<file path="src/rtl/scsi_regs_pkg.sv">
`timescale 1ns/1ps
package scsi_regs_pkg;

  localparam int CNT_BYTES = 3;

  typedef enum logic [3:0] {
    RI_CNT_LO  = 4'd0,
    RI_CNT_MID = 4'd1,
    RI_CNT_HI  = 4'd2,
    RI_FIFO    = 4'd3,
    RI_CMD     = 4'd4,
    RI_STATUS  = 4'd5,
    RI_INTR    = 4'd6,
    RI_SEQ     = 4'd7,
    RI_FLAGS   = 4'd8,
    RI_CFG1    = 4'd9
  } reg_idx_e;

  localparam logic [6:0] OP_NOP      = 7'h00;
  localparam logic [6:0] OP_FLUSH    = 7'h01;
  localparam logic [6:0] OP_CHIP_RST = 7'h02;
  localparam logic [6:0] OP_BUS_RST  = 7'h03;
  localparam logic [6:0] OP_XFER     = 7'h10;
  localparam logic [6:0] OP_MSG_ACC  = 7'h12;
  localparam logic [6:0] OP_PAD      = 7'h18;
  localparam logic [6:0] OP_SEL      = 7'h41;
  localparam logic [6:0] OP_SEL_ATN  = 7'h42;
  localparam logic [6:0] OP_SEL_STOP = 7'h43;
  localparam logic [6:0] OP_EN_SEL   = 7'h44;
  localparam logic [6:0] OP_DIS_SEL  = 7'h45;

  localparam logic [7:0] IV_FUNC_DONE = 8'h08;
  localparam logic [7:0] IV_DISCON    = 8'h20;
  localparam logic [7:0] IV_RESET     = 8'h80;

  localparam int ST_INT = 7;
  localparam int ST_TC  = 4;
  localparam int CFG_NO_RST_RPT = 6;

  localparam logic [2:0] SEQ_DONE = 3'd4;
  localparam logic [7:0] CFG1_RST = 8'h07;

  typedef struct packed {
    logic       load_cnt;
    logic       hard_rst;
    logic       fifo_clear;
    logic       set_intr;
    logic [7:0] intr_val;
    logic       clr_seq;
    logic       raise;
    logic       pad;
    logic       seq_go;
  } cmd_act_t;

endpackage

</file>
<file path="src/rtl/scsi_cmd_decode.sv">
`timescale 1ns/1ps
module scsi_cmd_decode
  import scsi_regs_pkg::*;
(
  input  logic [7:0] cmd,
  input  logic       rpt_off,
  output cmd_act_t   act
);

  always_comb begin
    act = '0;
    unique case (cmd[6:0])
      OP_FLUSH: begin
        act.fifo_clear = 1'b1;
        act.set_intr   = 1'b1;
        act.intr_val   = IV_FUNC_DONE;
        act.clr_seq    = 1'b1;
        act.raise      = 1'b1;
      end
      OP_CHIP_RST: act.hard_rst = 1'b1;
      OP_BUS_RST: begin
        act.set_intr = 1'b1;
        act.intr_val = IV_RESET;
        act.raise    = !rpt_off;
      end
      OP_MSG_ACC: begin
        act.fifo_clear = 1'b1;
        act.set_intr   = 1'b1;
        act.intr_val   = IV_DISCON;
        act.clr_seq    = 1'b1;
        act.raise      = 1'b1;
      end
      OP_PAD: begin
        act.pad      = 1'b1;
        act.set_intr = 1'b1;
        act.intr_val = IV_FUNC_DONE;
        act.clr_seq  = 1'b1;
        act.raise    = 1'b1;
      end
      OP_EN_SEL, OP_DIS_SEL: begin
        act.set_intr = 1'b1;
        act.intr_val = 8'h00;
      end
      OP_XFER, OP_SEL, OP_SEL_ATN, OP_SEL_STOP: act.seq_go = 1'b1;
      default: act = '0;
    endcase
    act.load_cnt = cmd[7] && !act.hard_rst;
  end

endmodule

</file>
<file path="src/rtl/scsi_byte_fifo.sv">
`timescale 1ns/1ps
module scsi_byte_fifo #(
  parameter int DEPTH = 16,
  localparam int PTR_W = $clog2(DEPTH),
  localparam int CNT_W = $clog2(DEPTH + 1)
) (
  input  logic             clk,
  input  logic             rst_n,
  input  logic             clear,
  input  logic             push,
  input  logic             pop,
  input  logic [7:0]       din,
  output logic [7:0]       dout,
  output logic [CNT_W-1:0] count
);

  logic [7:0]       mem [DEPTH];
  logic [PTR_W-1:0] wptr, rptr;
  logic             push_ok, pop_ok;

  assign push_ok = push && (count < CNT_W'(DEPTH - 1));
  assign pop_ok  = pop && (count != '0);
  assign dout    = (count != '0) ? mem[rptr] : 8'h00;

  function automatic logic [PTR_W-1:0] step(input logic [PTR_W-1:0] p);
    return (p == PTR_W'(DEPTH - 1)) ? '0 : p + 1'b1;
  endfunction

  always_ff @(posedge clk or negedge rst_n) begin
    if (!rst_n) begin
      wptr  <= '0;
      rptr  <= '0;
      count <= '0;
    end else if (clear) begin
      wptr  <= '0;
      rptr  <= '0;
      count <= '0;
    end else begin
      if (push_ok) wptr <= step(wptr);
      if (pop_ok)  rptr <= step(rptr);
      if (push_ok && !pop_ok)      count <= count + 1'b1;
      else if (pop_ok && !push_ok) count <= count - 1'b1;
    end
  end

  always_ff @(posedge clk) begin
    if (push_ok && !clear) mem[wptr] <= din;
  end

endmodule

</file>
<file path="src/rtl/scsi_host_regs.sv">
`timescale 1ns/1ps
module scsi_host_regs
  import scsi_regs_pkg::*;
#(
  parameter int         ADDR_W     = 8,
  parameter int         SHIFT      = 2,
  parameter int         FIFO_DEPTH = 16,
  parameter logic [7:0] CHIP_ID    = 8'h5A
) (
  input  logic              clk,
  input  logic              rst_n,
  input  logic [ADDR_W-1:0] bus_addr,
  input  logic              wr_en,
  input  logic              rd_en,
  input  logic              acc_wide,
  input  logic [7:0]        wdata,
  output logic [7:0]        rdata,
  output logic              irq,
  output logic              seq_start,
  output logic [6:0]        seq_op,
  output logic              seq_dma
);

  localparam int CNT_W = $clog2(FIFO_DEPTH + 1);
  localparam logic [ADDR_W-1:0] A_FIFO   = ADDR_W'(RI_FIFO);
  localparam logic [ADDR_W-1:0] A_CMD    = ADDR_W'(RI_CMD);
  localparam logic [ADDR_W-1:0] A_STATUS = ADDR_W'(RI_STATUS);
  localparam logic [ADDR_W-1:0] A_INTR   = ADDR_W'(RI_INTR);
  localparam logic [ADDR_W-1:0] A_SEQ    = ADDR_W'(RI_SEQ);
  localparam logic [ADDR_W-1:0] A_FLAGS  = ADDR_W'(RI_FLAGS);
  localparam logic [ADDR_W-1:0] A_CFG1   = ADDR_W'(RI_CFG1);

  logic [ADDR_W-1:0]               reg_sel;
  logic                            wr_ok, rd_ok, cmd_wr, intr_rd;
  logic [CNT_BYTES-1:0][7:0]       cnt_wr, cnt_rd;
  logic [7:0]                      status, intr, cfg1, cmd_status, fifo_dout;
  logic [2:0]                      seq;
  logic [CNT_W-1:0]                fifo_count;
  cmd_act_t                        act;

  assign reg_sel = bus_addr >> SHIFT;
  assign wr_ok   = wr_en;
  assign rd_ok   = rd_en && !wr_en && !acc_wide;
  assign cmd_wr  = wr_ok && (reg_sel == A_CMD);
  assign intr_rd = rd_ok && (reg_sel == A_INTR);
  assign irq     = status[ST_INT];

  scsi_cmd_decode u_dec (
    .cmd     (wdata),
    .rpt_off (cfg1[CFG_NO_RST_RPT]),
    .act     (act)
  );

  scsi_byte_fifo #(.DEPTH(FIFO_DEPTH)) u_fifo (
    .clk   (clk),
    .rst_n (rst_n),
    .clear (cmd_wr && (act.fifo_clear || act.hard_rst)),
    .push  (wr_ok && (reg_sel == A_FIFO)),
    .pop   (rd_ok && (reg_sel == A_FIFO)),
    .din   (wdata),
    .dout  (fifo_dout),
    .count (fifo_count)
  );

  // Counter bytes: staging (write view) and readable copy (read view).
  for (genvar b = 0; b < CNT_BYTES; b++) begin : g_cnt
    localparam logic [7:0] RST_VAL = (b == CNT_BYTES - 1) ? CHIP_ID : 8'h00;
    localparam logic [ADDR_W-1:0] A_BYTE = ADDR_W'(int'(RI_CNT_LO) + b);
    always_ff @(posedge clk or negedge rst_n) begin
      if (!rst_n) begin
        cnt_wr[b] <= 8'h00;
        cnt_rd[b] <= RST_VAL;
      end else if (cmd_wr && act.hard_rst) begin
        cnt_wr[b] <= 8'h00;
        cnt_rd[b] <= RST_VAL;
      end else begin
        if (wr_ok && (reg_sel == A_BYTE)) cnt_wr[b] <= wdata;
        if (cmd_wr && act.load_cnt)       cnt_rd[b] <= cnt_wr[b];
      end
    end
  end

  always_comb begin
    cmd_status = status;
    cmd_status[ST_TC] = 1'b0;
    if (act.pad)   cmd_status = 8'(1 << ST_TC);
    if (act.raise) cmd_status[ST_INT] = 1'b1;
  end

  always_ff @(posedge clk or negedge rst_n) begin
    if (!rst_n) begin
      status    <= 8'h00;
      intr      <= 8'h00;
      seq       <= 3'd0;
      cfg1      <= CFG1_RST;
      seq_start <= 1'b0;
      seq_op    <= 7'd0;
      seq_dma   <= 1'b0;
    end else begin
      seq_start <= 1'b0;
      if (cmd_wr) begin
        if (act.hard_rst) begin
          status <= 8'h00;
          intr   <= 8'h00;
          seq    <= 3'd0;
          cfg1   <= CFG1_RST;
        end else begin
          status <= cmd_status;
          if (act.set_intr) intr <= act.intr_val;
          if (act.clr_seq)  seq  <= 3'd0;
          if (act.seq_go) begin
            seq_start <= 1'b1;
            seq_op    <= wdata[6:0];
            seq_dma   <= wdata[7];
          end
        end
      end else if (wr_ok && (reg_sel == A_CFG1)) begin
        cfg1 <= wdata;
      end else if (intr_rd) begin
        intr           <= 8'h00;
        status[ST_TC]  <= 1'b0;
        status[ST_INT] <= 1'b0;
        seq            <= SEQ_DONE;
      end
    end
  end

  always_comb begin
    rdata = 8'h00;
    if (rd_ok) begin
      for (int b = 0; b < CNT_BYTES; b++)
        if (reg_sel == ADDR_W'(int'(RI_CNT_LO) + b)) rdata = cnt_rd[b];
      if (reg_sel == A_FIFO)   rdata = fifo_dout;
      if (reg_sel == A_STATUS) rdata = status;
      if (reg_sel == A_INTR)   rdata = intr;
      if (reg_sel == A_SEQ)    rdata = {5'd0, seq};
      if (reg_sel == A_FLAGS)  rdata = 8'(fifo_count);
      if (reg_sel == A_CFG1)   rdata = cfg1;
    end
  end

endmodule

</file>
<file path="config.mk">
export PLATFORM = sky130hd
export DESIGN_NAME = scsi_host_regs
export DESIGN_NICKNAME = d
export VERILOG_FILES = /design/src/rtl/scsi_regs_pkg.sv /design/src/rtl/scsi_cmd_decode.sv /design/src/rtl/scsi_byte_fifo.sv /design/src/rtl/scsi_host_regs.sv
export SDC_FILE = /design/constraint.sdc
export NUM_CORES = 1
export LEC_CHECK = 0
export ABC_CLOCK_PERIOD_IN_PS = 3800
export BUFFER_PORTS_ARGS = -buffer_cell sky130_fd_sc_hd__buf_2
export CAP_MARGIN = 25
export CORE_MARGIN = 3
export CORE_UTILIZATION = 30
export DETAILED_ROUTE_END_ITERATION = 7
export HOLD_SLACK_MARGIN = 0.02
export SKIP_LAST_GASP = 1
export SLEW_MARGIN = 40
export SYNTH_ARGS = -nofsm -noshare
export SYNTH_HDL_FRONTEND = slang
export SYNTH_SLANG_ARGS = --single-unit
</file>
<file path="constraint.sdc">
create_clock -name clk -period 3.8 [get_ports clk]
set_input_delay 0 -clock clk [delete_from_list [all_inputs] [get_ports clk]]
set_output_delay 0 -clock clk [all_outputs]
set_load 0.01 [all_outputs]
</file>
==> impl_metrics.ini, run 1 <==
[synthesis]
synth.most_common_cell = edfxtp_1
async_reset_ff_share_pct = 39.6
synth.top_cell.area_share_pct = 41.5
netlist_area_um2 = 9270
netlist_instances = 650
synth_cell_types = 63
ys_seq_area_share_pct = 64.2
synth-warning-count = 0
synth_seq_cells = 212
synth_common_cells = 128 x edfxtp_1, 77 x dfrtp_1, 72 x nand2_1, 34 x mux4_2, 34 x nor2_1
synth_edf_count = 128
synth_area_leader_cell = edfxtp_1
synth-main-ff-cell = edfxtp_1
syn-num-nets = 681
synthTopCellsByArea = edfxtp_1 41%, dfrtp_1 21%, mux4_2 8.3%, nand2_1 2.9%, mux2i_1 2.5%
avgSynthCellArea_um2 = 14.3

[die]
row_count = 63
die-area_um2 = 33100
die_w_um = 182
io_pins = 39
floorplan.initialDensity_pct = 30.9
design.core.area_um2 = 30000
die_h_um = 182

[power_and_ir_drop]
pwr-share-seq_pct = 49.0
power_density_nw_per_um2 = 495
peakVddDrop_mv = 0.392
intPower_mw = 4.18
power.static_leakage_nw = 4.02
p_sw_mw = 1.17
swShare_pct = 21.9
clkPwrFrac_pct = 44.1
p_comb_share_pct = 6.9

[clocking]
cts-htree-levels = 1
cts_tree = done
clockRootBuffer = clkbuf_16
cts_buffers = 24
clock_latency_ps = 510
cts_buffer_depth = 3
path_clk_slew_ps = 60
clock-sinks = 212
cts_resized = 0

[setup_path]
cpMaxStageDelayCell = dfrtp_4
arrival_ps = 2890
critPathCaptureType = output port
cp_max_fo = 24
cp_top_family = multiplexers
cpPeakStageDelay_ps = 760
path_common_cell = mux4_2
cp_data_required_time_ps = 3800
path_cells = mux4_2, mux4_2, a21oi_1, a211oi_1, buf_2
setup.worst_path.class = register to output port
critPathLaunchType = register
cp_num_buf_inv = 1

[flow_run]
max-cap-violations = 0

[route]
firstDrtPassIters = 5
drc = 0
drt_iter0_drc = 508
vias = 5638
wl_per_cell_um = 19.8
drtAntennaViolNets = 0
avgViaCountPerCell = 5.11
routed_wl_um = 21900

[finish]
fin_nets = 726
final_cell_area_um2 = 10800
drive_gt1_share_pct = 21.5
area_delta_synth_final_pct = 16.4
layoutNonFillerInstCount = 1103
fillCellCount = 2822
diodes = 0

[worst_hold_path]
min_path_type = input pin to async pin

[sta]
clock_skew_ps = 13.2
slew_headroom_pct = 43.9
timing.fmax_mhz = 346
fin_tns_setup_ps = 0
report.final.slew_viol_count = 0
hold_slack_ps = 25.3
period_needed_ps = 2890
rsz0062_at_grt = false
fin_crit_sh_pct = 76.1
worst_slew_pin_slew_ps = 842
finalSetupViolCount = 0
finalHoldViolCount = 0

[grt]
grt_max_degree = 58
busiest_layer = met2
use_met2_pct = 20.7
grt_util_met1_pct = 19.3
grt_pass1_wl_um = 34400
track_usage_pct = 13.2
gr-total-overflow = 0
grt_use_met3_pct = 1.96
grt_pass1_vias = 5645
antenna_found_initial = 0

[place]
dpl.cell_count = 1048
portBuffers = 36
routabilityCongestion = 0.842
dpl.hpwl_um = 13900
place_area_um2 = 9850

[status]
status = finished, final reports clean
cell type report:
| class | instances | area [um^2] | share of cell area (%) |
|---|---|---|---|
| clock inverters | 5 | 77.6 | 0.718 |
| flip-flops and latches | 212 | 5960 | 55.2 |
| well taps | 390 | 488 | 4.52 |
| clock buffers | 39 | 749 | 6.94 |
| repair buffers | 59 | 387 | 3.58 |
| multi-input cells | 389 | 3100 | 28.7 |
| inverters | 9 | 33.8 | 0.313 |
registers in the layout (all words and copies together), names as in the netlist:
name,count
cnt_rd,24
u_fifo.count,5
u_fifo.mem,128
u_fifo.rptr,4
cnt_wr,24
u_fifo.wptr,4
seq_start,1
seq_dma,1
intr,3
cfg1,8
seq,1
status,2
seq_op,7
final timing paths:
path	endpoint	slack [ps]	cells past startpoint	start
hold / removal	cfg1[3]$_DFFE_PN0P_	30	2	rst_n
min in group clk	u_fifo.mem[2][0]$_DFFE_PP_	60	1	wdata[0]
max in group asynchronous	cnt_rd[22]$_DFFE_PN1P_	2900	3	rst_n
setup reg to reg	u_fifo.count[4]$_DFFE_PN0P_	960	12	u_fifo.count[0]$_DFFE_PN0P_
hold reg to reg	cnt_rd[4]$_DFFE_PN0P_	480	1	cnt_wr[4]$_DFFE_PN0P_
setup / recovery	rdata[2]	910	5	u_fifo.rptr[1]$_DFFE_PN0P_
power by group through the flow:
| stage | registers, mW | clock network [mW] | logic [mW] |
|---|---|---|---|
| final | 2.62 | 2.36 | 0.367 |
| after global routing | 2.63 | 2.50 | 0.415 |
| after CTS | 2.62 | 2.41 | 0.371 |
| after detailed placement | 2.66 | 0 | 0.361 |
| after global placement | 2.66 | 0 | 0.353 |
| after floorplan | 2.64 | 0 | 0.250 |
per-layer routing:
metal	vias to the layer above	wire length, um
met5	-	0
met4	0	369
met3	27	1110
met2	145	10100
met1	2893	10300
li1	2573	-
per-stage QoR:
step | power [mW] | util [%] | worst slack (ps)
2_1_floorplan | 2.89 | - | 1170
3_3_place_gp | 3.01 | 32.8 | 1020
3_5_place_dp | 3.02 | 32.8 | 992
4_1_cts | 5.40 | 35.9 | 700
5_1_grt | 5.55 | 36.0 | 728
6_report | 5.35 | 36.0 | 910
cell usage in the layout, fill, tap and decap left out, types with 5 or more instances in the layout:
master,synthesis,routed
a21oi_1,23,23
a22o_1,22,22
and2_1,16,16
and3_1,10,10
buf_2,16,35
buf_4,2,12
clkbuf_1,17,8
clkbuf_16,0,26
clkbuf_8,0,5
dfrtp_1,77,76
dfstp_2,7,7
dlygate4sd3_1,0,11
edfxtp_1,128,128
ha_1,9,9
inv_1,9,9
mux2_2,14,14
mux2i_1,23,23
mux4_2,34,34
nand2_1,72,72
nand3_1,10,10
nand4_1,5,5
nor2_1,34,32
nor2b_1,8,8
nor3_1,6,6
o21ai_0,27,26
o22a_1,5,5
o2bb2ai_1,5,5
worst reg2reg max path: stages, from the launching register on:
cell,delay [ps]
dfrtp_1,470
nor3_1,220
nand2_1,140
nand4_1,120
buf_4,190
ha_1,200
inv_1,110
fa_1,420
a21o_1,200
a21oi_1,160
xnor2_1,90
or3_1,310
a21oi_1,150
cell families (layout without fill, tap and decap cells):
logic type	after synthesis	in the layout	synth area share, %
DFF	212	212	64.2
xor gates and xnor gates	6	6	0.567
muxes	71	71	12.4
buffers and inverters	49	112	2.36
and+or+nand+nor	186	186	10.3
AOI/OAI and AO/OA	116	116	8.72
adders and majority gates	10	10	1.43
what timing repair did:
| action | 4_1_cts | 5_1_grt |
|---|---|---|
| hold endpoints to repair | 118 | 0 |
| buffers inserted | 0 | 0 |
| hold buffers | 11 | 0 |
(Power assumes the default switching activity.)
==> inputs of run 2 (changes only) <==
--- a/config.mk
+++ b/config.mk
@@ -5,7 +5,8 @@
 export SDC_FILE = /design/constraint.sdc
 export NUM_CORES = 1
 export LEC_CHECK = 0
-export ABC_CLOCK_PERIOD_IN_PS = 3800
+export ABC_AREA = 1
+export ABC_CLOCK_PERIOD_IN_PS = 2600
 export BUFFER_PORTS_ARGS = -buffer_cell sky130_fd_sc_hd__buf_2
 export CAP_MARGIN = 25
 export CORE_MARGIN = 3
==> constraint.sdc (replaced) <==
create_clock -name clk -period 2.6 [get_ports clk]
set_input_delay 0 -clock clk [delete_from_list [all_inputs] [get_ports clk]]
set_output_delay 0 -clock clk [all_outputs]
set_load 0.01 [all_outputs]
==> impl_metrics.ini, run 2 <==
[setup_path]
critPathCaptureType = output port
setup.worst_path.class = register to output port
arrival_ps = 2510
cp_max_fo = 32
critPathLaunchType = register
cp_data_required_time_ps = 2600

[route]
met3_length_um = 1350
vias = 6977
avgViaCountPerCell = 4.78
routed.top_layer = met4
wl_per_cell_um = 16.7
wl_met2_um = 11200
routed_wl_um = 24400
drtAntennaViolNets = 0
firstDrtPassIters = 5
wl_met1_um = 11400
drt_iter0_drc = 636
drc = 0

[synthesis]
synth_area_leader_cell = edfxtp_1
synth_common_cells = 182 x nand2_1, 128 x edfxtp_1, 115 x inv_1, 113 x o21ai_0, 102 x nor2_1
synth-main-ff-cell = edfxtp_1
synth.most_common_cell = nand2_1
async_reset_ff_share_pct = 39.6
synth.top_cell.area_share_pct = 40.6
ys_seq_area_share_pct = 62.9
netlist_area_um2 = 9470
netlist_instances = 951
avgSynthCellArea_um2 = 9.95
synth-warning-count = 0
synth_cell_types = 40
synthTopCellsByArea = edfxtp_1 41%, dfrtp_1 20%, nand2_1 7.2%, o21ai_0 6.0%, inv_1 4.6%
syn-num-nets = 982
synth_edf_count = 128
synth_seq_cells = 212

[sta]
finalHoldViolCount = 0
slew_headroom_pct = 53.3
timing.fmax_mhz = 399
period_needed_ps = 2510
hold_slack_ps = 38.8
worst_slew_pin_slew_ps = 701
clock_skew_ps = 13.6
rsz0062_at_grt = true
fin_crit_sh_pct = 96.5
report.final.slew_viol_count = 0
finalSetupViolCount = 0

[finish]
fillCellCount = 2974
area_delta_synth_final_pct = 20.8
final_cell_area_um2 = 11400
reg.largest.list = u_fifo.mem (128), cnt_rd (24), cnt_wr (24)
final_common_cell = nand2_1
drive_gt1_share_pct = 15.3
diodes = 0
fin_nets = 1080
multi_input_area_um2 = 2950
layout_common_cells = 181 x nand2_1, 128 x edfxtp_1, 115 x inv_1
top_register = u_fifo.mem
largest_reg_flops = 128
ff_latch_area_um2 = 5960

[grt]
grt_pass1_vias = 6958
gr-total-overflow = 0
antenna_found_initial = 0
grt_max_degree = 65
track_usage_pct = 14.3
grt_pass1_wl_um = 38200

[clocking]
clock-sinks = 212
path_clk_slew_ps = 60
clockRootBuffer = clkbuf_16
post_cts_buffers = 0
clock_latency_ps = 510
cts_buffers = 24
cts_buffer_depth = 3
cts_tree = done
cts-htree-levels = 1

[power_and_ir_drop]
pwr-share-seq_pct = 48.0
intPower_mw = 6.07
p_comb_share_pct = 9.4
swShare_pct = 23.8
power_density_nw_per_um2 = 696
peakVddDrop_mv = 0.487
power.static_leakage_nw = 4.90
power_mw = 7.97
p_sw_mw = 1.89
clkPwrFrac_pct = 42.6

[die]
io_pins = 39
row_count = 64
design.core.area_um2 = 30800
die-area_um2 = 33700
floorplan.initialDensity_pct = 30.7
die_h_um = 184
die_w_um = 184

[flow_run]
max-cap-violations = 0

[place]
routabilityCongestion = 0.887
portBuffers = 36
dpl.hpwl_um = 15700
place_area_um2 = 10400

[worst_hold_path]
min_path_type = input pin to register

[status]
status = finished, final reports clean
==> run 2: cell types whose count changed in the layout (fill, tap and decap cells not counted), sizes merged, moves of 34 or more <==
| cell | previous run | this run |
|---|---|---|
| inv | 9 | 123 |
| nand2 | 72 | 186 |
| o21ai | 27 | 114 |
| nor2 | 35 | 112 |
| nand3 | 12 | 67 |
| buf | 48 | 82 |
| mux4 | 34 | 0 |
==> run 2: power by group through the flow <==
stage               Clock, mW  Sequential (mW)  Combinational, mW
floorplan                   0             3.87              0.432
global placement            0             3.88              0.691
detailed placement          0             3.88              0.702
CTS                      3.46             3.82              0.724
global route             3.59             3.84              0.842
finish                   3.39             3.83              0.746
==> run 2: cell families after synthesis <==
family | share of synthesized area (%)
AND/OR/NAND/NOR | 17.6
adder cells (fa/ha/maj) | 1.40
multiplexers | 0.595
AO/OA/AOI/OAI | 10.7
flip-flops | 62.9
XOR/XNOR | 0.463
buffers and inverters | 6.32
==> run 2: path summary, 6_finish.rpt <==
check,from,end,slack (ps),depth (start not counted)
worst max register to register,u_fifo.count[2]$_DFFE_PN0P_,u_fifo.count[4]$_DFFE_PN0P_,190,15
worst min-delay path,bus_addr[6],intr[5]$_DFFE_PN0P_,40,6
worst min register to register,cnt_rd[20]$_DFFE_PN1P_,cnt_rd[20]$_DFFE_PN1P_,470,2
max in group asynchronous,rst_n,cnt_rd[19]$_DFFE_PN1P_,1840,3
min in group asynchronous,rst_n,seq_dma$_DFFE_PN0P_,80,2
worst max-delay path,u_fifo.rptr[0]$_DFFE_PN0P_,rdata[4],90,11
==> run 2: routing by layer <==
| metal | track usage, % | vias up |
|---|---|---|
| li1 | - | 3390 |
| met1 | 20.4 | 3351 |
| met2 | 23.0 | 198 |
| met3 | 2.04 | 38 |
| met4 | 3.69 | 0 |
| met5 | 0 | - |
==> run 2: final cells by class <==
| cell class | count | area share, % |
|---|---|---|
| Sequential cell | 212 | 52.1 |
| Clock buffer | 28 | 5.66 |
| Inverter | 125 | 4.13 |
| Tap cell | 396 | 4.33 |
| Multi-Input combinational cell | 585 | 25.8 |
| Timing Repair Buffer | 101 | 6.73 |
| Clock inverter | 13 | 1.26 |
==> run 2: critical path, cell delays in order (launching register included) <==
cell      delay [ps]
dfrtp_2          440
inv_2            110
buf_12           210
nor2_1            60
o211ai_1         300
nand3_1          190
nand3_1          170
nand2_1          110
nand2_1           80
nand2_1           50
a21oi_1          130
buf_2            160
==> run 2: timing repair <==
| action | in CTS | in global routing |
|---|---|---|
| setup endpoints to repair | 0 | 7 |
| endpoints found under the hold margin | 187 | 0 |
| resized for setup | 0 | 15 |
| hold buffers | 18 | 0 |
==> run 2: through the flow <==
| step | worst slack (ps) | setup TNS (ps) | util, % | cells |
|---|---|---|---|---|
| floorplan | 267 | 0 | - | 951 |
| global placement | 177 | 0 | 33.7 | 1400 |
| detailed placement | 120 | 0 | 33.7 | 1400 |
| CTS | 23.0 | 0 | 36.8 | 1459 |
| global route | -51.4 | -143 | 37.1 | 1460 |
| finish | 91.5 | 0 | 37.1 | 1460 |
==> inputs of run 3 (changes only) <==
==> constraint.sdc (replaced) <==
create_clock -name clk -period 2.6 [get_ports clk]
set_input_delay 0.13 -clock clk [delete_from_list [all_inputs] [get_ports clk]]
set_output_delay 0.13 -clock clk [all_outputs]
set_load 0.01 [all_outputs]
==> impl_metrics.ini, run 3 (synthesis gave the netlist of run 2 again) <==
[status]
status = finished, final reports clean

[setup_path]
cp_top_family = simple AND/OR/NAND/NOR gates
critPathLaunchType = register
cpMaxStageDelayCell = dfrtp_2
cp_data_required_time_ps = 2470
cp_max_fo = 12
cp_num_buf_inv = 4
critPathCaptureType = output port
worst-r2r-setup-slack_ps = 200
arrival_ps = 2400
cpPeakStageDelay_ps = 460
setup.worst_path.class = register to output port
path_cells = buf_4, buf_6, nor2_1, nor2_1, o21ai_0, o211ai_1, nand3_1, nand3_2, nand2_1, nand2_1, o21ai_2, inv_1, buf_2

[route]
wl_per_cell_um = 17.0
drc = 0
drtAntennaViolNets = 0
firstDrtPassIters = 5
routed_wl_um = 24800
vias = 7019
avgViaCountPerCell = 4.81
drt_iter0_drc = 523

[flow_run]
max-cap-violations = 0

[power_and_ir_drop]
power_density_nw_per_um2 = 687
peakVddDrop_mv = 0.514
power.static_leakage_nw = 4.95
power_mw = 7.92

[finish]
final_common_cell = nand2_1
fin_nets = 1076
largest_reg_flops = 128
area_delta_synth_final_pct = 21.8
final_cell_area_um2 = 11500
top_register = u_fifo.mem
diodes = 0
layout_common_cells = 172 x nand2_1, 128 x edfxtp_1, 111 x inv_1
reg.largest.list = u_fifo.mem (128), cnt_rd (24), cnt_wr (24)
drive_gt1_share_pct = 18.6

[clocking]
cts_tree = done
path_clk_slew_ps = 60
cts_buffer_depth = 3
cts_buffers = 24
clock-sinks = 212
clock_latency_ps = 510
clockRootBuffer = clkbuf_16
cts-htree-levels = 1

[place]
dpl.hpwl_um = 15800
routabilityCongestion = 0.893
place_area_um2 = 10400
portBuffers = 36

[die]
die_h_um = 184
design.core.area_um2 = 30800
io_pins = 39
die-area_um2 = 33700
row_count = 64
floorplan.initialDensity_pct = 30.7
die_w_um = 184

[grt]
antenna_found_initial = 1
grt_util_met1_pct = 20.3
grt_pass1_wl_um = 38100
gr-total-overflow = 0
grt_use_met3_pct = 2.18
busiest_layer = met2
grt_pass1_vias = 6855
use_met2_pct = 23.1
track_usage_pct = 14.3
grt_max_degree = 44

[sta]
clock_skew_ps = 9.32
timing.fmax_mhz = 395
slew_headroom_pct = 57.9
rsz0062_at_grt = true
report.final.slew_viol_count = 0
fin_crit_sh_pct = 97.3
period_needed_ps = 2530
finalHoldViolCount = 0
finalSetupViolCount = 0
worst_slew_pin_slew_ps = 631

[worst_hold_path]
min_path_type = input pin to register
==> run 3: metrics by stage <==
| stage | hold WS (ps) | utilization (%) | cells | setup TNS [ps] | worst slack (ps) |
|---|---|---|---|---|---|
| after floorplan | -166 | - | 951 | 0 | 267 |
| after global placement | 171 | 33.8 | 1403 | 0 | 150 |
| after detailed placement | 180 | 33.8 | 1403 | 0 | 122 |
| after CTS | 22.6 | 36.6 | 1452 | 0 | 5.32 |
| after global routing | 32.4 | 37.4 | 1458 | -334 | -93.2 |
| final | 35.1 | 37.4 | 1458 | 0 | 70.0 |
==> run 3: routing by layer <==
metal,vias to the layer above,wire (um),share of wire [%]
li1,3391,-,-
met1,3369,11500,47
met4,0,460,1.9
met5,-,0,0
met3,32,1440,5.8
met2,227,11400,46
==> run 3: where the power goes <==
group / switching (mW) / total [mW] / internal (mW)
Clock: 1.31 / 3.29 / 1.98
Sequential: 0.0805 / 3.82 / 3.74
Combinational: 0.501 / 0.802 / 0.301
Total: 1.90 / 7.92 / 6.02
==> run 3: what timing repair did <==
action	4_1_cts	5_1_grt
cloned	1	5
setup buffers	4	1
hold buffers	1	0
gates resized for setup	3	50
endpoints found under the hold margin	42	0
pin swaps	0	19
setup endpoints to repair	8	9
==> run 3: final cells by class <==
class | count | area (um^2)
fillers | 3025 | 19300
flip-flops and latches | 212 | 5960
multi-input cells | 585 | 3040
repair buffers | 97 | 797
clock buffers | 33 | 666
well taps | 396 | 495
inverters | 125 | 475
clock inverters | 10 | 100
==> run 3: final timing paths <==
check	startpoint	cells after the start	endpoint
setup / recovery	u_fifo.rptr[0]$_DFFE_PN0P_	13	rdata[0]
hold / removal	wdata[0]	3	cfg1[0]$_DFFE_PN1P_
setup reg to reg	u_fifo.count[2]$_DFFE_PN0P_	15	u_fifo.count[4]$_DFFE_PN0P_
hold reg to reg	cnt_rd[22]$_DFFE_PN1P_	2	cnt_rd[22]$_DFFE_PN1P_
max in group asynchronous	rst_n	3	cnt_rd[19]$_DFFE_PN1P_
min in group asynchronous	rst_n	2	seq_start$_DFF_PN0_
==> run 3: worst reg2reg max path: stages (launching register included) <==
cell and delay (ps):
dfrtp_2 440, nor3_1 200, nand3_1 130, nand2_1 120, nor2_2 50, inv_1 100, ha_1 180, inv_2 80
fa_2 360, nand3_1 90, nand2_1 60, o21ai_0 150, a21oi_1 70, a21boi_0 160, o21ai_0 100, inv_1 60
